<file path="src/rtl/lsr_pkg.sv">
`timescale 1ns/1ps
package lsr_pkg;

    // Line sequencer states
    typedef enum logic [1:0] {
        ST_IDLE  = 2'd0,
        ST_INTEG = 2'd1,
        ST_READ  = 2'd2
    } line_st_e;

    // Fixed part of the minimum line period, rounded up to whole sensor clocks
    localparam int unsigned FRAME_FIXED = 17;
    // Sensor clocks consumed per pixel
    localparam int unsigned CLK_PER_PIX = 4;

endpackage

</file>
<file path="src/rtl/lsr_clkdiv.sv">
`timescale 1ns/1ps
module lsr_clkdiv #(
    parameter int unsigned DIV_HALF = 32
) (
    input  logic clk,
    input  logic rst_n,
    output logic sen_clk,
    output logic rise_evt
);

    localparam int unsigned CW = (DIV_HALF > 1) ? $clog2(DIV_HALF) : 1;
    localparam logic [CW-1:0] LAST = CW'(DIV_HALF - 1);

    logic [CW-1:0] div_cnt;
    logic          wrap;

    assign wrap     = (div_cnt == LAST);
    // Asserted in the cycle whose closing edge raises sen_clk
    assign rise_evt = wrap & ~sen_clk;

    always_ff @(posedge clk or negedge rst_n) begin
        if (!rst_n) begin
            div_cnt <= '0;
            sen_clk <= 1'b0;
        end else if (wrap) begin
            div_cnt <= '0;
            sen_clk <= ~sen_clk;
        end else begin
            div_cnt <= div_cnt + 1'b1;
        end
    end

    // Checker: run length of each sensor clock level
    logic [CW:0] chk_run;
    logic        chk_prev;
    logic        chk_armed;

    always_ff @(posedge clk or negedge rst_n) begin
        if (!rst_n) begin
            chk_run   <= '0;
            chk_prev  <= 1'b0;
            chk_armed <= 1'b0;
        end else begin
            chk_prev <= sen_clk;
            if (sen_clk != chk_prev) begin
                chk_run   <= (CW+1)'(1);
                chk_armed <= 1'b1;
            end else begin
                chk_run <= chk_run + 1'b1;
            end
        end
    end

    a_r1_level_len: assert property (@(posedge clk) disable iff (!rst_n)
        (!$stable(sen_clk) && chk_armed) |-> (chk_run == (CW+1)'(DIV_HALF)));

endmodule

</file>
<file path="src/rtl/lsr_edge_sync.sv">
`timescale 1ns/1ps
module lsr_edge_sync #(
    parameter int unsigned STAGES = 2
) (
    input  logic clk,
    input  logic rst_n,
    input  logic din,
    output logic rise
);

    logic [STAGES-1:0] sr;
    logic              prev;

    generate
        if (STAGES == 1) begin : g_one
            always_ff @(posedge clk or negedge rst_n) begin
                if (!rst_n) sr <= '0;
                else        sr <= din;
            end
        end else begin : g_many
            always_ff @(posedge clk or negedge rst_n) begin
                if (!rst_n) sr <= '0;
                else        sr <= {sr[STAGES-2:0], din};
            end
        end
    endgenerate

    always_ff @(posedge clk or negedge rst_n) begin
        if (!rst_n) prev <= 1'b0;
        else        prev <= sr[STAGES-1];
    end

    assign rise = sr[STAGES-1] & ~prev;

    a_r5_single_edge: assert property (@(posedge clk) disable iff (!rst_n)
        rise |=> !rise);

endmodule

</file>
<file path="src/rtl/lsr_line_fsm.sv">
`timescale 1ns/1ps
module lsr_line_fsm
    import lsr_pkg::*;
#(
    parameter int unsigned INT_W    = 16,
    parameter int unsigned PIX_W    = 10,
    parameter int unsigned DATA_W   = 12,
    parameter int unsigned HIGH_MIN = 21,
    parameter int unsigned LOW_MIN  = 20,
    parameter int unsigned TO_PAD   = 40
) (
    input  logic              clk,
    input  logic              rst_n,
    input  logic              rise_evt,
    input  logic              trig_rise,
    input  logic              eos_rise,
    input  logic [INT_W-1:0]  cfg_integ,
    input  logic [PIX_W-1:0]  cfg_npix,
    input  logic [DATA_W-1:0] adc_data,
    output logic              sen_rst,
    output logic              pix_we,
    output logic [PIX_W-1:0]  pix_addr,
    output logic [DATA_W-1:0] pix_data,
    output logic              line_done,
    output logic              cnt_err
);

    localparam int unsigned BASE_W = (INT_W > PIX_W + 2) ? INT_W : PIX_W + 2;
    localparam int unsigned CNT_W  = BASE_W + 2;
    localparam int unsigned CAP_W  = PIX_W + 1;
    localparam logic [INT_W-1:0] HMIN_V = INT_W'(HIGH_MIN);

    line_st_e st, nxt;

    logic [INT_W-1:0] hi_len_q;
    logic [PIX_W-1:0] npix_q;
    logic [CNT_W-1:0] ph_cnt;
    logic [CAP_W-1:0] cap_cnt;
    logic             eos_seen_q;

    logic [CNT_W-1:0] cnt_nx, per_min, tmo_lim, hi_ext, span;
    logic [INT_W-1:0] hi_clamp;
    logic             eos_any, close_ok, tmo_hit, hi_done;
    logic             enter_int, enter_read;

    always_comb begin
        cnt_nx   = ph_cnt + 1'b1;
        per_min  = (CNT_W'(npix_q) * CNT_W'(CLK_PER_PIX)) + CNT_W'(FRAME_FIXED);
        tmo_lim  = (CNT_W'(npix_q) * CNT_W'(CLK_PER_PIX)) + CNT_W'(TO_PAD);
        hi_ext   = CNT_W'(hi_len_q);
        span     = hi_ext + cnt_nx;
        eos_any  = eos_seen_q | eos_rise;
        close_ok = (cnt_nx >= CNT_W'(LOW_MIN)) && eos_any && (span >= per_min);
        tmo_hit  = (cnt_nx >= tmo_lim);
        hi_done  = (cnt_nx >= hi_ext);
        hi_clamp = (cfg_integ < HMIN_V) ? HMIN_V : cfg_integ;
    end

    // Next-state logic
    always_comb begin
        nxt = st;
        unique case (st)
            ST_IDLE:  if (rise_evt)                          nxt = ST_INTEG;
            ST_INTEG: if (rise_evt && hi_done)               nxt = ST_READ;
            ST_READ:  if (rise_evt && (close_ok || tmo_hit)) nxt = ST_INTEG;
            default:                                         nxt = ST_IDLE;
        endcase
    end

    assign enter_int  = (nxt == ST_INTEG) && (st != ST_INTEG);
    assign enter_read = (nxt == ST_READ)  && (st != ST_READ);

    // State register
    always_ff @(posedge clk or negedge rst_n) begin
        if (!rst_n) st <= ST_IDLE;
        else        st <= nxt;
    end

    // Outputs and line datapath
    always_ff @(posedge clk or negedge rst_n) begin
        if (!rst_n) begin
            sen_rst    <= 1'b0;
            pix_we     <= 1'b0;
            pix_addr   <= '0;
            pix_data   <= '0;
            line_done  <= 1'b0;
            cnt_err    <= 1'b0;
            hi_len_q   <= HMIN_V;
            npix_q     <= '0;
            ph_cnt     <= '0;
            cap_cnt    <= '0;
            eos_seen_q <= 1'b0;
        end else begin
            pix_we    <= 1'b0;
            line_done <= 1'b0;
            if (enter_int) begin
                sen_rst    <= 1'b1;
                hi_len_q   <= hi_clamp;
                npix_q     <= cfg_npix;
                ph_cnt     <= '0;
                cap_cnt    <= '0;
                eos_seen_q <= 1'b0;
                if (st == ST_READ) begin
                    line_done <= 1'b1;
                    cnt_err   <= (cap_cnt != CAP_W'(npix_q)) || !eos_any;
                end
            end else if (enter_read) begin
                sen_rst <= 1'b0;
                ph_cnt  <= '0;
            end else begin
                if (rise_evt) ph_cnt <= cnt_nx;
                if (st == ST_READ) begin
                    if (eos_rise) eos_seen_q <= 1'b1;
                    if (trig_rise) begin
                        if (cap_cnt < CAP_W'(npix_q)) begin
                            pix_we   <= 1'b1;
                            pix_addr <= cap_cnt[PIX_W-1:0];
                            pix_data <= adc_data;
                        end
                        if (cap_cnt != '1) cap_cnt <= cap_cnt + 1'b1;
                    end
                end
            end
        end
    end

    // Checker: sensor clocks counted while the reset pulse is high
    logic [CNT_W-1:0] chk_hi;
    always_ff @(posedge clk or negedge rst_n) begin
        if (!rst_n)           chk_hi <= '0;
        else if (!sen_rst)    chk_hi <= '0;
        else if (rise_evt)    chk_hi <= chk_hi + 1'b1;
    end

    a_r4_high_floor: assert property (@(posedge clk) disable iff (!rst_n)
        $fell(sen_rst) |-> (chk_hi >= CNT_W'(HIGH_MIN)));

    a_r6_addr_range: assert property (@(posedge clk) disable iff (!rst_n)
        pix_we |-> (pix_addr < npix_q));

    a_r7_write_in_read: assert property (@(posedge clk) disable iff (!rst_n)
        pix_we |-> ($past(st) == ST_READ));

    a_r8_done_pulse: assert property (@(posedge clk) disable iff (!rst_n)
        line_done |=> !line_done);

    a_r8_done_with_rise: assert property (@(posedge clk) disable iff (!rst_n)
        line_done |-> $rose(sen_rst));

endmodule

</file>
<file path="src/rtl/lsr_readout.sv">
`timescale 1ns/1ps
module lsr_readout #(
    parameter int unsigned DIV_HALF    = 32,
    parameter int unsigned SYNC_STAGES = 2,
    parameter int unsigned INT_W       = 16,
    parameter int unsigned PIX_W       = 10,
    parameter int unsigned DATA_W      = 12,
    parameter int unsigned HIGH_MIN    = 21,
    parameter int unsigned LOW_MIN     = 20,
    parameter int unsigned TO_PAD      = 40
) (
    input  logic              clk,
    input  logic              rst_n,
    input  logic [INT_W-1:0]  cfg_integ,
    input  logic [PIX_W-1:0]  cfg_npix,
    input  logic [DATA_W-1:0] adc_data,
    input  logic              sen_trig,
    input  logic              sen_eos,
    output logic              sen_clk,
    output logic              sen_rst,
    output logic              pix_we,
    output logic [PIX_W-1:0]  pix_addr,
    output logic [DATA_W-1:0] pix_data,
    output logic              line_done,
    output logic              cnt_err
);

    logic rise_evt;
    logic trig_rise;
    logic eos_rise;

    lsr_clkdiv #(
        .DIV_HALF (DIV_HALF)
    ) u_clkdiv (
        .clk      (clk),
        .rst_n    (rst_n),
        .sen_clk  (sen_clk),
        .rise_evt (rise_evt)
    );

    lsr_edge_sync #(
        .STAGES (SYNC_STAGES)
    ) u_trig_sync (
        .clk   (clk),
        .rst_n (rst_n),
        .din   (sen_trig),
        .rise  (trig_rise)
    );

    lsr_edge_sync #(
        .STAGES (SYNC_STAGES)
    ) u_eos_sync (
        .clk   (clk),
        .rst_n (rst_n),
        .din   (sen_eos),
        .rise  (eos_rise)
    );

    lsr_line_fsm #(
        .INT_W    (INT_W),
        .PIX_W    (PIX_W),
        .DATA_W   (DATA_W),
        .HIGH_MIN (HIGH_MIN),
        .LOW_MIN  (LOW_MIN),
        .TO_PAD   (TO_PAD)
    ) u_fsm (
        .clk       (clk),
        .rst_n     (rst_n),
        .rise_evt  (rise_evt),
        .trig_rise (trig_rise),
        .eos_rise  (eos_rise),
        .cfg_integ (cfg_integ),
        .cfg_npix  (cfg_npix),
        .adc_data  (adc_data),
        .sen_rst   (sen_rst),
        .pix_we    (pix_we),
        .pix_addr  (pix_addr),
        .pix_data  (pix_data),
        .line_done (line_done),
        .cnt_err   (cnt_err)
    );

    a_r2_rst_on_clk_rise: assert property (@(posedge clk) disable iff (!rst_n)
        !$stable(sen_rst) |-> $rose(sen_clk));

endmodule

</file>
<file path="config.mk">
export PLATFORM = sky130hd
export DESIGN_NAME = lsr_readout
export DESIGN_NICKNAME = d
export VERILOG_FILES = /design/src/rtl/lsr_pkg.sv /design/src/rtl/lsr_clkdiv.sv /design/src/rtl/lsr_edge_sync.sv /design/src/rtl/lsr_line_fsm.sv /design/src/rtl/lsr_readout.sv
export SDC_FILE = /design/constraint.sdc
export NUM_CORES = 1
export LEC_CHECK = 0
export ABC_AREA = 0
export BUFFER_PORTS_ARGS = -buffer_cell sky130_fd_sc_hd__buf_2
export CAP_MARGIN = 20
export CELL_PAD_IN_SITES_DETAIL_PLACEMENT = 1
export CELL_PAD_IN_SITES_GLOBAL_PLACEMENT = 1
export CORE_MARGIN = 2
export CORE_UTILIZATION = 50
export CTS_CLUSTER_DIAMETER = 120
export DETAILED_ROUTE_END_ITERATION = 6
export GPL_TIMING_DRIVEN = 1
export PLACE_DENSITY = 0.83
export SLEW_MARGIN = 10
export SYNTH_ARGS = -nofsm -noshare
export SYNTH_HDL_FRONTEND = slang
export SYNTH_SLANG_ARGS = --single-unit
export TNS_END_PERCENT = 100
</file>
<file path="constraint.sdc">
create_clock -name clk -period 8.2 [get_ports clk]
set_input_delay 0 -clock clk [delete_from_list [all_inputs] [get_ports clk]]
set_output_delay 0 -clock clk [all_outputs]
set_load 0.01 [all_outputs]
</file>
### Word level (Yosys, flattened, before mapping)

Index checks and enable logic that the tools add are counted.

* register bits after elaboration: 96

* mux-type cells: 27
* bitwise gates (word level): 9
* reduce and logical (&&, ||, !) cells: 20
* order comparisons: 6
* equality and inequality tests: 10
* $add $sub $neg: 6

Operator list (count)
* two-way mux 11 bit: 5
* two-way mux 18 bit: 3
* greater-or-equal comparator 18 bit: 2
* adder 16 x 18 -> 18 bit: 1
* adder 18 x 1 -> 18 bit, second input constant: 1
* greater-or-equal comparator 18 x 16 -> 1 bit: 1
* greater-or-equal comparator 18 x 5 -> 1 bit, second input constant: 1
* less-than comparator 16 x 5 -> 1 bit, second input constant: 1
* two-way mux 16 bit: 1
* adder 12 x 5 -> 13 bit, second input constant: 1
* adder 12 x 6 -> 13 bit, second input constant: 1
* two-way mux 1 bit: 13
* adder 11 x 1 -> 11 bit, second input constant: 1
* less-than comparator 11 x 10 -> 1 bit: 1
* inequality test 11 x 10 -> 1 bit: 1
* inequality test 11 bit, second input constant: 1
* nonzero test 2 bit: 5
* logical AND 1 bit: 6
* two-way mux 2 bit: 3
* one-hot mux 2 bit (3 select lines): 1
* adder 5 x 1 -> 5 bit, second input constant: 1
* equality test 5 bit, second input constant: 1
* two-way mux 5 bit: 1
* NOT 1 bit: 5
* 14 further kinds: 20

### Logic depth before layout (Yosys ltp)

Gate-level depths: netlist of the first run.

* word-level depth: 13
* gate-level depth with buffers: 25

### Modules after synthesis

From an unflattened synthesis of the first run, not the netlist that was laid out.

* cells, all modules: 703
* area total of the unflattened synthesis: 6847.8 sq um

Modules (own cells, without submodules)
* lsr_line_fsm: area each 6421.2 sq um, cells an instance 677, seq. area each 2105.8 sq um, times used 1
* lsr_clkdiv: area each 249.0 sq um, cells an instance 18, seq. area each 150.1 sq um, times used 1
* lsr_edge_sync: area each 88.8 sq um, cells an instance 4, seq. area each 75.1 sq um, times used 2

### Worst setup path before layout of the first run

OpenSTA, ideal clock, no wires.

* path kind: register to register
* start: reg u_fsm.ph_cnt[0]
* end: reg u_fsm.hi_len_q[11]
* cell stages (with the launch flop): 24
* buffers on the path: 3
* clock period less this slack: 5640 ps
* data arrival time: 5515 ps
* slack: 2560 ps
* setup time: 125 ps
* required time: 8075 ps
* path through: dfrtp_1 ha_1 clkbuf_1 nand3_1 or2_1 clkbuf_1 nor2_1 xor2_1 ha_1 or4_1 or3_1 a21oi_2 nor3_1 xnor2_1 ha_1 o21ai_0 a21oi_1 nor4_1 o2111ai_1 or4b_4 nor4b_4 nor2_4 buf_6 mux2_4

* longest elaborated chain between the ends: 10

RTL lines
* start: declaration: RTL line lsr_line_fsm.sv:37 `logic [CNT_W-1:0] ph_cnt;`
* start signal: assignment: RTL line lsr_line_fsm.sv:111 `if (rise_evt) ph_cnt <= cnt_nx;`
* adder 18 x 1 -> 18 bit (*): RTL line lsr_line_fsm.sv:47 `cnt_nx = ph_cnt + 1'b1;`
* adder 16 x 18 -> 18 bit or greater-or-equal comparator 18 x 5 -> 1 bit (tied branches): RTL line lsr_line_fsm.sv:51, lsr_line_fsm.sv:53
* greater-or-equal comparator 18 bit or logical AND 1 bit (tied branches): RTL line lsr_line_fsm.sv:53 `close_ok = (cnt_nx >= CNT_W'(LOW_MIN)) && eos_any && (span >= per_min);`
* logical AND 1 bit: RTL line lsr_line_fsm.sv:53
* logical OR 1 bit: RTL line lsr_line_fsm.sv:65 `ST_READ: if (rise_evt && (close_ok || tmo_hit)) nxt = ST_INTEG;`
* logical AND 1 bit: RTL line lsr_line_fsm.sv:65
* two-way mux 2 bit: RTL line lsr_line_fsm.sv:65
* one-hot mux 2 bit (3 select lines) (*): RTL line lsr_line_fsm.sv:62 `unique case (st)`
* equality test 2 x 1 -> 1 bit (*): RTL line lsr_line_fsm.sv:70 `assign enter_int = (nxt == ST_INTEG) && (st != ST_INTEG);`
* logical AND 1 bit (*): RTL line lsr_line_fsm.sv:70
* end signal: assignment: RTL line lsr_line_fsm.sv:98 `hi_len_q <= hi_clamp;`
* end: declaration: RTL line lsr_line_fsm.sv:35 `logic [INT_W-1:0] hi_len_q;`

Every way passes the cells marked *; elsewhere a longest branch is shown, timed or not.
A chain may end at the register's enable or synchronous reset.

### Worst setup path after layout of the first run

* start: reg u_fsm.ph_cnt[0]
* end: reg u_fsm.hi_len_q[12]

Same word-level chain as after synthesis.

==> metrics.txt, run 1 <==
# TYPE chip_impl_metric gauge
chip_impl_metric{name="crit_fanout",unit=""} 36
chip_impl_metric{name="combPwrFrac",unit="%"} 10.9
chip_impl_metric{name="wire_length_of_the_first_global_routing_pass",unit="um"} 33300
chip_impl_metric{name="worst-path-stages",unit=""} 19
chip_impl_metric{name="tns",unit="ns"} 0
chip_impl_metric{name="synth.area.mux_share",unit="%"} 9.85
chip_impl_metric{name="io_pins",unit=""} 69
chip_impl_metric{name="total_leakage_power",unit="nW"} 3.81
chip_impl_info{name="run_status",value="finished, final reports clean"} 1
chip_impl_metric{name="switching_share",unit="%"} 24.5
chip_impl_metric{name="drc_errors",unit=""} 0
chip_impl_metric{name="cts_sinks",unit=""} 96
chip_impl_metric{name="globalRouteOverflowTotal",unit=""} 0
chip_impl_metric{name="grtUsageMet1",unit="%"} 35.9
chip_impl_info{name="grt_setup_unrepaired",value="false"} 1
chip_impl_metric{name="groute.layer.met3.usage",unit="%"} 4.61
chip_impl_metric{name="synth.yosys.seq_area_share",unit="%"} 35.7
chip_impl_metric{name="synth_cells",unit=""} 692
chip_impl_metric{name="cts.htree.levels",unit=""} 3
chip_impl_metric{name="floorplan_core_area",unit="mm2"} 0.0132
chip_impl_metric{name="die_width",unit="um"} 120
chip_impl_metric{name="worst-endpoint-required",unit="ns"} 8.44
chip_impl_metric{name="die_h",unit="um"} 120
chip_impl_metric{name="critical_path_buf_inv_count",unit=""} 1
chip_impl_metric{name="maxCapViolations",unit=""} 0
chip_impl_metric{name="synth_xor_xnor_area_share",unit="%"} 9.23
chip_impl_metric{name="worstMarginPinSlew",unit="ns"} 0.986
chip_impl_metric{name="number_of_global_route_vias_before_repair",unit=""} 6244
chip_impl_metric{name="postRouteWirelength",unit="um"} 20800
chip_impl_metric{name="powerDensity",unit="mW/mm2"} 143
chip_impl_metric{name="power_frac_seq",unit="%"} 43.5
chip_impl_metric{name="clk-insertion-delay-late",unit="ns"} 0.36
chip_impl_metric{name="synth_edf_count",unit=""} 0
chip_impl_metric{name="numPortBuffers",unit=""} 68
chip_impl_metric{name="yosys.area_share.simple",unit="%"} 15.8
chip_impl_metric{name="netSwitchingPower",unit="mW"} 0.280
chip_impl_metric{name="pre_cts_ws",unit="ns"} 1.63
chip_impl_metric{name="critPathMaxStageDelay",unit="ns"} 0.70
chip_impl_metric{name="drive_gt1_share",unit="%"} 18.5
chip_impl_metric{name="n_fill_cell",unit=""} 1455
chip_impl_metric{name="synth-warning-count",unit=""} 0
chip_impl_metric{name="maxSlewViolCount",unit=""} 0
chip_impl_metric{name="synth_compound_gate_area_share",unit="%"} 10.9
chip_impl_metric{name="ys_seq_elements",unit=""} 96
chip_impl_metric{name="die_area",unit="mm2"} 0.0144
chip_impl_metric{name="final-hold-violation-count",unit=""} 0
chip_impl_info{name="combinational_family_with_the_most_area_after_synthesis",value="simple AND/OR/NAND/NOR gates"} 1
chip_impl_metric{name="share_of_yosys_cell_area_claimed_by_the_top_area_cell_type",unit="%"} 34.6
chip_impl_metric{name="post_cts_resized",unit=""} 0
chip_impl_metric{name="max-clock-path-buffers",unit=""} 2
chip_impl_metric{name="irDropWorstVdd",unit="mV"} 0.112
chip_impl_metric{name="setup_slack",unit="ns"} 1.51
chip_impl_info{name="synth.top_cells.by_area",value="dfrtp_1 35%, ha_1 14%, xnor2_1 5.7%"} 1
chip_impl_metric{name="cp.arrival",unit="ns"} 6.92
chip_impl_metric{name="fin_crit_sh",unit="%"} 81.6
chip_impl_info{name="grt_most_used_layer",value="met2"} 1
chip_impl_metric{name="viasPerCell",unit=""} 5.82
chip_impl_info{name="clk_root_buffer_cell",value="clkbuf_16"} 1
chip_impl_info{name="most_frequent_cell_after_synthesis",value="dfrtp_1"} 1
chip_impl_info{name="holdCritPathClass",value="input port to async pin"} 1
chip_impl_metric{name="antenna_cells",unit=""} 0
chip_impl_info{name="timing_worst_setup_path_type",value="flop to flop"} 1
chip_impl_metric{name="finalWeightedCongestion",unit=""} 1.02
chip_impl_metric{name="p_int",unit="mW"} 0.860
chip_impl_metric{name="cts.hold.buffers_added",unit=""} 41
chip_impl_metric{name="whs",unit="ns"} 0.131
chip_impl_metric{name="post_drt_wl_per_cell",unit="um"} 21.5
chip_impl_metric{name="fin_skew",unit="ns"} 0.0126
chip_impl_info{name="worst_setup_path_end_kind",value="flop"} 1
chip_impl_metric{name="synthAdderAreaFrac",unit="%"} 14.0
chip_impl_metric{name="worst_max_slew_margin_expressed_relative_to_the_limit",unit="%"} 33.7
chip_impl_metric{name="period_minus_slack",unit="ns"} 6.69
chip_impl_metric{name="syn-cell-area",unit="mm2"} 0.00674
chip_impl_metric{name="met2_usage",unit="%"} 54.3
chip_impl_metric{name="clk_transition_reported_paths",unit="ns"} 0.08
chip_impl_metric{name="fmax",unit="MHz"} 150
chip_impl_metric{name="row_count",unit=""} 42
chip_impl_metric{name="number_of_detailed_routing_iterations_run_before_antenna_repair",unit=""} 5
chip_impl_metric{name="post-dp-hpwl",unit="um"} 14400
chip_impl_info{name="yosys.area.top_type",value="dfrtp_1"} 1
chip_impl_metric{name="antenna_violation_net_count_after_detailed_routing",unit=""} 0
chip_impl_info{name="cp_cell_sequence",value="ha_1, nand3_1, xnor2_1, ha_1, o41ai_1, a31oi_1, o31ai_1, xnor2_1, ha_1, o21a_1, o21ai_0, a21oi_1, nor4_1, o2111ai_1, or4b_4, nor4b_4, nor2_4, buf_4, mux2_4"} 1
chip_impl_info{name="crit_path_start_kind",value="flop"} 1
chip_impl_metric{name="post_cts.repair.setup_buffers",unit=""} 0
chip_impl_metric{name="syn_to_final_growth",unit="%"} 18.4
chip_impl_metric{name="cts_buffers",unit=""} 9
chip_impl_info{name="cp_common_cell",value="ha_1"} 1
chip_impl_info{name="synth_flop_cell",value="dfrtp_1"} 1
chip_impl_metric{name="synth_cell_types",unit=""} 65
chip_impl_info{name="tritoncts_clock_tree",value="built"} 1
chip_impl_metric{name="asyncSetResetFlopFracSynth",unit="%"} 100
chip_impl_metric{name="synth_fp_nets",unit=""} 809
chip_impl_metric{name="synth_area_per_cell",unit="um2"} 9.73
chip_impl_metric{name="final_nets",unit=""} 906
chip_impl_metric{name="grt_antenna_before_repair",unit=""} 0
chip_impl_info{name="critical-path-slowest-cell",value="o41ai_1"} 1
chip_impl_metric{name="rr_worst_depth",unit=""} 19
chip_impl_metric{name="dr.first_iter.drc_count",unit=""} 367
chip_impl_metric{name="clock_power_share",unit="%"} 45.6
chip_impl_metric{name="setup_violations",unit=""} 0
chip_impl_metric{name="grt.total_usage",unit="%"} 29.9
chip_impl_info{name="yosys-top-cells-count",value="93 x dfrtp_1, 77 x nor2_1, 74 x ha_1, 48 x inv_1, 44 x xnor2_1"} 1
chip_impl_info{name="gate_family_responsible_for_the_most_delay_along_the_worst_path",value="compound AO/OA/AOI/OAI gates"} 1
chip_impl_metric{name="grt_max_degree",unit=""} 64
chip_impl_metric{name="initial_utilization",unit="%"} 51.1
chip_impl_metric{name="num_vias",unit=""} 5649
## metal layers
layer / up-vias / part of all wire (%)
li1: 2611 / -
met1: 2846 / 42
met2: 147 / 52
met3: 45 / 3.6
met4: 0 / 2.5
met5: - / 0
## metrics by stage
step           util (%)  power (mW)  area (um2)  std cells
2_1_floorplan         -       0.561        6740        692
3_3_place_gp       54.6       0.603        7200        913
6_report           60.4        1.14        7970        970
4_1_cts            60.4        1.14        7970        970
3_5_place_dp       54.6       0.609        7200        913
5_1_grt            60.4        1.17        7970        970
## worst reg2reg max path: stages, from the launching register on
cell	delay, ns
dfrtp_1	0.48
ha_1	0.37
nand3_1	0.29
xnor2_1	0.47
ha_1	0.35
o41ai_1	0.70
a31oi_1	0.34
o31ai_1	0.48
xnor2_1	0.15
ha_1	0.33
o21a_1	0.11
o21ai_0	0.26
a21oi_1	0.07
nor4_1	0.28
o2111ai_1	0.16
or4b_4	0.54
nor4b_4	0.41
nor2_4	0.07
buf_4	0.32
mux2_4	0.38
## state kept, by name, indices dropped and copies added, names as in the netlist
name and count:
u_fsm.ph_cnt 18, u_fsm.hi_len_q 16, u_fsm.pix_data 12, u_fsm.cap_cnt 11
u_fsm.npix_q 10, u_fsm.pix_addr 10, u_clkdiv.div_cnt 5, u_eos_sync.sr 2
u_fsm.st 2, u_trig_sync.sr 2, u_clkdiv.sen_clk 1, u_eos_sync.prev 1
u_fsm.cnt_err 1, u_fsm.eos_seen_q 1, u_fsm.line_done 1, u_fsm.pix_we 1
u_fsm.sen_rst 1, u_trig_sync.prev 1
## layout make-up
cell class / count / area [um2] / area share (%)
clock inverter: 5 / 108 / 1.35
inverter: 48 / 180 / 2.26
clock buffer: 11 / 253 / 3.17
sequential: 96 / 2410 / 30.2
timing repair buffer: 112 / 776 / 9.73
tap: 176 / 220 / 2.76
multi-input combinational: 522 / 4030 / 50.5
## kinds of logic after synthesis
logic type,Yosys count
adder cells (fa/ha/maj),75
multiplexers,55
XOR/XNOR,71
AND/OR/NAND/NOR,216
flip-flops,96
AO/OA/AOI/OAI,105
buffers and inverters,74
## worst paths after layout
kind	slack (ns)	from	endpoint
max reg2reg	1.51	u_fsm.ph_cnt[0]$_DFFE_PN0P_	u_fsm.hi_len_q[12]$_DFFE_PN0N_
min reg2reg	0.35	u_eos_sync.sr[0]$_DFF_PN0_	u_eos_sync.sr[1]$_DFF_PN0_
max in group asynchronous	6.86	rst_n	u_fsm.hi_len_q[10]$_DFFE_PN0N_
max	1.51	u_fsm.ph_cnt[0]$_DFFE_PN0P_	u_fsm.hi_len_q[12]$_DFFE_PN0N_
min	0.13	rst_n	u_fsm.cap_cnt[9]$_DFFE_PN0P_
min in group clk	0.30	sen_eos	u_eos_sync.sr[0]$_DFF_PN0_
## power groups by stage
| stage | Clock [mW] | Sequential, mW | Combinational, mW |
|---|---|---|---|
| global placement | 0 | 0.504 | 0.0993 |
| finish | 0.519 | 0.496 | 0.124 |
| detailed placement | 0 | 0.504 | 0.105 |
| global route | 0.537 | 0.497 | 0.136 |
| CTS | 0.519 | 0.495 | 0.122 |
| floorplan | 0 | 0.502 | 0.0591 |
## layout by cell type, fill, tap and decap left out, types with 4 or more instances in the layout
cell type,n
a211oi_1,9
a21o_1,6
a21oi_1,26
a31oi_1,4
and3_1,5
buf_2,67
buf_4,4
clkbuf_16,9
dfrtp_1,93
dlygate4sd3_1,41
ha_1,74
inv_1,48
mux2_2,30
mux2_4,15
mux2i_1,10
nand2_1,39
nand2b_1,8
nand3_1,23
nand4_1,10
nor2_1,77
nor2b_1,9
nor3_1,17
nor4_1,9
o21a_1,8
o21ai_0,16
or3_1,4
xnor2_1,44
xor2_1,27
Note: power is estimated with default switching activity, not from simulation.
==> inputs of run 2 (changes only) <==
--- a/config.mk
+++ b/config.mk
@@ -5,17 +5,17 @@
 export SDC_FILE = /design/constraint.sdc
 export NUM_CORES = 1
 export LEC_CHECK = 0
-export ABC_AREA = 0
+export ABC_AREA = 1
 export BUFFER_PORTS_ARGS = -buffer_cell sky130_fd_sc_hd__buf_2
 export CAP_MARGIN = 20
 export CELL_PAD_IN_SITES_DETAIL_PLACEMENT = 1
 export CELL_PAD_IN_SITES_GLOBAL_PLACEMENT = 1
 export CORE_MARGIN = 2
-export CORE_UTILIZATION = 50
+export CORE_UTILIZATION = 40
 export CTS_CLUSTER_DIAMETER = 120
 export DETAILED_ROUTE_END_ITERATION = 6
 export GPL_TIMING_DRIVEN = 1
-export PLACE_DENSITY = 0.83
+export PLACE_DENSITY = 0.74
 export SLEW_MARGIN = 10
 export SYNTH_ARGS = -nofsm -noshare
 export SYNTH_HDL_FRONTEND = slang
==> constraint.sdc (replaced) <==
create_clock -name clk -period 5.6 [get_ports clk]
set_input_delay 0 -clock clk [delete_from_list [all_inputs] [get_ports clk]]
set_output_delay 0 -clock clk [all_outputs]
set_load 0.01 [all_outputs]
==> run 2 against run 1 <==
Net effect: clock power rose by 19%; worst setup slack lost 0.99 ns; maximum frequency up 32%; hold slack worse by 0.017 ns; clock skew rose by 0.0012 ns; non-clock buffer count grew 5; sequential power up 44%; final cell count rose by 29%; critical endpoint is now u_fsm.pix_addr[7]$_DFFE_PN0P_; highest routed layer is now met5.
==> metrics.txt, run 2 <==
# TYPE chip_impl_metric gauge
chip_impl_metric{name="cts_sinks",unit=""} 96
chip_impl_metric{name="maxSlewViolCount",unit=""} 0
chip_impl_info{name="registers.top_by_ff_count",value="u_fsm.ph_cnt"} 1
chip_impl_metric{name="syn-cell-area",unit="mm2"} 0.00701
chip_impl_metric{name="share_of_yosys_cell_area_claimed_by_the_top_area_cell_type",unit="%"} 33.2
chip_impl_info{name="grt_setup_unrepaired",value="false"} 1
chip_impl_info{name="largest_registers",value="u_fsm.ph_cnt (18), u_fsm.hi_len_q (16), u_fsm.pix_data (12)"} 1
chip_impl_metric{name="floorplan_core_area",unit="mm2"} 0.0172
chip_impl_metric{name="number_of_detailed_routing_iterations_run_before_antenna_repair",unit=""} 4
chip_impl_metric{name="total_leakage_power",unit="nW"} 4.25
chip_impl_metric{name="viasPerCell",unit=""} 5.05
chip_impl_metric{name="cp.arrival",unit="ns"} 5.31
chip_impl_metric{name="worst-endpoint-required",unit="ns"} 5.84
chip_impl_metric{name="grtUsageMet1",unit="%"} 30.3
chip_impl_info{name="most_frequent_cell_after_synthesis",value="nand2_1"} 1
chip_impl_metric{name="initial_utilization",unit="%"} 40.7
chip_impl_info{name="yosys-top-cells-count",value="252 x nand2_1, 117 x inv_1, 93 x dfrtp_1, 90 x nor2_1, 74 x ha_1"} 1
chip_impl_metric{name="antenna_violation_net_count_after_detailed_routing",unit=""} 0
chip_impl_metric{name="maxCapViolations",unit=""} 0
chip_impl_metric{name="num_vias",unit=""} 6344
chip_impl_metric{name="rr_worst_depth",unit=""} 26
chip_impl_info{name="combinational_family_with_the_most_area_after_synthesis",value="simple AND/OR/NAND/NOR gates"} 1
chip_impl_metric{name="synthAdderAreaFrac",unit="%"} 13.5
chip_impl_metric{name="fmax",unit="MHz"} 197
chip_impl_metric{name="crit_fanout",unit=""} 32
chip_impl_info{name="yosys.area.top_type",value="dfrtp_1"} 1
chip_impl_metric{name="worst-r2r-setup-slack",unit="ns"} 0.53
chip_impl_metric{name="final-hold-violation-count",unit=""} 0
chip_impl_metric{name="antenna_cells",unit=""} 0
chip_impl_metric{name="final_standard_cell_utilization_of_the_core",unit="%"} 47.9
chip_impl_info{name="cp_common_cell",value="nand2_1"} 1
chip_impl_metric{name="ys_seq_elements",unit=""} 96
chip_impl_metric{name="syn_to_final_growth",unit="%"} 17.6
chip_impl_metric{name="post_cts.repair.setup_buffers",unit=""} 0
chip_impl_metric{name="largest_register_ff_count",unit=""} 18
chip_impl_info{name="run_status",value="finished, final reports clean"} 1
chip_impl_metric{name="setup_violations",unit=""} 0
chip_impl_metric{name="cts.htree.levels",unit=""} 3
chip_impl_metric{name="io_pins",unit=""} 69
chip_impl_metric{name="drc_errors",unit=""} 0
chip_impl_metric{name="synth_cells",unit=""} 917
chip_impl_metric{name="clk-insertion-delay-late",unit="ns"} 0.36
chip_impl_metric{name="cts_buffers",unit=""} 9
chip_impl_metric{name="grt_antenna_before_repair",unit=""} 1
chip_impl_metric{name="asyncSetResetFlopFracSynth",unit="%"} 100
chip_impl_metric{name="grt_max_degree",unit=""} 69
chip_impl_metric{name="die_h",unit="um"} 136
chip_impl_metric{name="synth_edf_count",unit=""} 0
chip_impl_metric{name="synth_compound_gate_area_share",unit="%"} 9.10
chip_impl_info{name="most-common-layout-cells",value="252 x nand2_1, 117 x inv_1, 93 x dfrtp_1"} 1
chip_impl_metric{name="met2_usage",unit="%"} 42.5
chip_impl_metric{name="wire_length_of_the_first_global_routing_pass",unit="um"} 34800
chip_impl_metric{name="period_minus_slack",unit="ns"} 5.07
chip_impl_metric{name="pre_cts_ws",unit="ns"} 0.536
chip_impl_metric{name="drive_gt1_share",unit="%"} 15.5
chip_impl_metric{name="post-dp-hpwl",unit="um"} 15500
chip_impl_metric{name="numPortBuffers",unit=""} 68
chip_impl_metric{name="fin_crit_sh",unit="%"} 90.6
chip_impl_metric{name="yosys.area_share.simple",unit="%"} 29.8
chip_impl_metric{name="post_drt_wl_per_cell",unit="um"} 16.7
chip_impl_info{name="timing.rr.start",value="u_fsm.ph_cnt[0]$_DFFE_PN0P_"} 1
chip_impl_info{name="clk_root_buffer_cell",value="clkbuf_16"} 1
chip_impl_metric{name="die_area",unit="mm2"} 0.0186
chip_impl_metric{name="synth.yosys.seq_area_share",unit="%"} 34.3
chip_impl_metric{name="final_nets",unit=""} 1142
chip_impl_metric{name="groute.layer.met3.usage",unit="%"} 4.74
chip_impl_metric{name="numPlacedInstances",unit=""} 1198
chip_impl_metric{name="tns",unit="ns"} 0
chip_impl_metric{name="worstMarginPinSlew",unit="ns"} 0.860
chip_impl_metric{name="synth_fp_nets",unit=""} 1034
chip_impl_info{name="critical-path-slowest-cell",value="dfrtp_1"} 1
chip_impl_metric{name="powerDensity",unit="mW/mm2"} 182
chip_impl_metric{name="fin_skew",unit="ns"} 0.0138
chip_impl_info{name="timing_worst_setup_path_type",value="flop to flop"} 1
chip_impl_metric{name="critPathMaxStageDelay",unit="ns"} 0.47
chip_impl_metric{name="postRouteWirelength",unit="um"} 21000
chip_impl_metric{name="finalWeightedCongestion",unit=""} 0.889
chip_impl_info{name="holdCritPathClass",value="input port to async pin"} 1
chip_impl_info{name="grt_most_used_layer",value="met2"} 1
chip_impl_metric{name="irDropWorstVdd",unit="mV"} 0.119
chip_impl_metric{name="setup_slack",unit="ns"} 0.527
chip_impl_metric{name="max-clock-path-buffers",unit=""} 2
chip_impl_metric{name="row_count",unit=""} 48
chip_impl_metric{name="synth-warning-count",unit=""} 0
chip_impl_info{name="synth.top_cells.by_area",value="dfrtp_1 33%, nand2_1 13%, ha_1 13%"} 1
chip_impl_metric{name="dr.first_iter.drc_count",unit=""} 259
chip_impl_metric{name="worst_max_slew_margin_expressed_relative_to_the_limit",unit="%"} 42.6
chip_impl_metric{name="clk_transition_reported_paths",unit="ns"} 0.09
chip_impl_info{name="reg2reg_to",value="u_fsm.pix_addr[7]$_DFFE_PN0P_"} 1
chip_impl_metric{name="synth_area_per_cell",unit="um2"} 7.65
chip_impl_metric{name="die_width",unit="um"} 136
chip_impl_info{name="layout_commonest_cell",value="nand2_1"} 1
chip_impl_metric{name="stdcell_count",unit=""} 1255
chip_impl_metric{name="number_of_global_route_vias_before_repair",unit=""} 6839
chip_impl_info{name="tritoncts_clock_tree",value="built"} 1
chip_impl_metric{name="grt.total_usage",unit="%"} 24.1
chip_impl_metric{name="synth.area.mux_share",unit="%"} 0
chip_impl_info{name="synth_flop_cell",value="dfrtp_1"} 1
chip_impl_metric{name="globalRouteOverflowTotal",unit=""} 0
chip_impl_info{name="crit_path_start_kind",value="flop"} 1
chip_impl_metric{name="synth_cell_types",unit=""} 44
chip_impl_info{name="worst_setup_path_end_kind",value="flop"} 1
chip_impl_metric{name="synth_xor_xnor_area_share",unit="%"} 4.73
==> run 2: what timing repair did <==
| action | 4_1_cts | 5_1_grt |
|---|---|---|
| endpoints found under the setup margin | 0 | 1 |
| resized for setup | 0 | 1 |
| hold endpoints to repair | 68 | 0 |
| hold buffers | 41 | 0 |
==> run 2: worst max-delay path, delay by kind of cell (launching register included) <==
family | cells | cell delay, ns
DFF | 1 | 0.47
and+or+nand+nor | 15 | 1.66
xor gates and xnor gates | 2 | 0.55
buffers and inverters | 2 | 0.55
adders and majority gates | 3 | 0.97
AOI/OAI and AO/OA | 4 | 0.73
==> run 2: cells by family after synthesis <==
kind of cell / count (synthesis)
compound gates: 99
flops: 96
xor+xnor: 37
buf+inv: 140
fa+ha+maj: 75
simple gates: 470
==> run 2: power breakdown <==
group	switching, mW	total (mW)	leakage (nW)	internal, mW
Clock	0.311	0.619	0.131	0.308
Sequential	0.0106	0.716	1.18	0.705
Combinational	0.0937	0.164	2.94	0.0707
Total	0.415	1.50	4.25	1.08
==> run 2: layer usage <==
metal,wire (um),vias up
met4,410,2
met2,10300,105
met3,733,25
met1,9470,3048
li1,-,3164
met5,12,-
==> run 2: how the worst max path moves through the flow <==
stage / start / end / slack, ns / depth (start not counted)
detailed placement: u_fsm.ph_cnt[0]$_DFFE_PN0P_ / u_fsm.pix_addr[8]$_DFFE_PN0P_ / 0.54 / 26
finish: u_fsm.ph_cnt[0]$_DFFE_PN0P_ / u_fsm.pix_addr[7]$_DFFE_PN0P_ / 0.53 / 26
CTS: u_fsm.ph_cnt[0]$_DFFE_PN0P_ / u_fsm.pix_addr[8]$_DFFE_PN0P_ / 0.51 / 26
global placement: u_fsm.ph_cnt[0]$_DFFE_PN0P_ / u_fsm.pix_addr[5]$_DFFE_PN0P_ / 0.66 / 28
global route: u_fsm.ph_cnt[0]$_DFFE_PN0P_ / u_fsm.pix_addr[7]$_DFFE_PN0P_ / 0.02 / 28
floorplan: u_fsm.ph_cnt[0]$_DFFE_PN0P_ / u_fsm.npix_q[9]$_DFFE_PN0N_ / 1.86 / 26
==> run 2: area by class of cell <==
class | count | area [um2]
inverter | 120 | 450
clock buffer | 10 | 229
sequential | 96 | 2410
timing repair buffer | 117 | 813
tap | 225 | 282
fill | 2155 | 8990
multi-input combinational | 681 | 4020
clock inverter | 6 | 48.8
==> run 2: per-stage QoR <==
stage | total power, mW | cell area [um2] | hold slack [ns]
finish | 1.50 | 8250 | 0.114
global placement | 0.868 | 7550 | -0.0303
detailed placement | 0.872 | 7550 | -0.0311
floorplan | 0.809 | 7010 | -0.296
global route | 1.56 | 8250 | 0.145
CTS | 1.51 | 8240 | 0.125
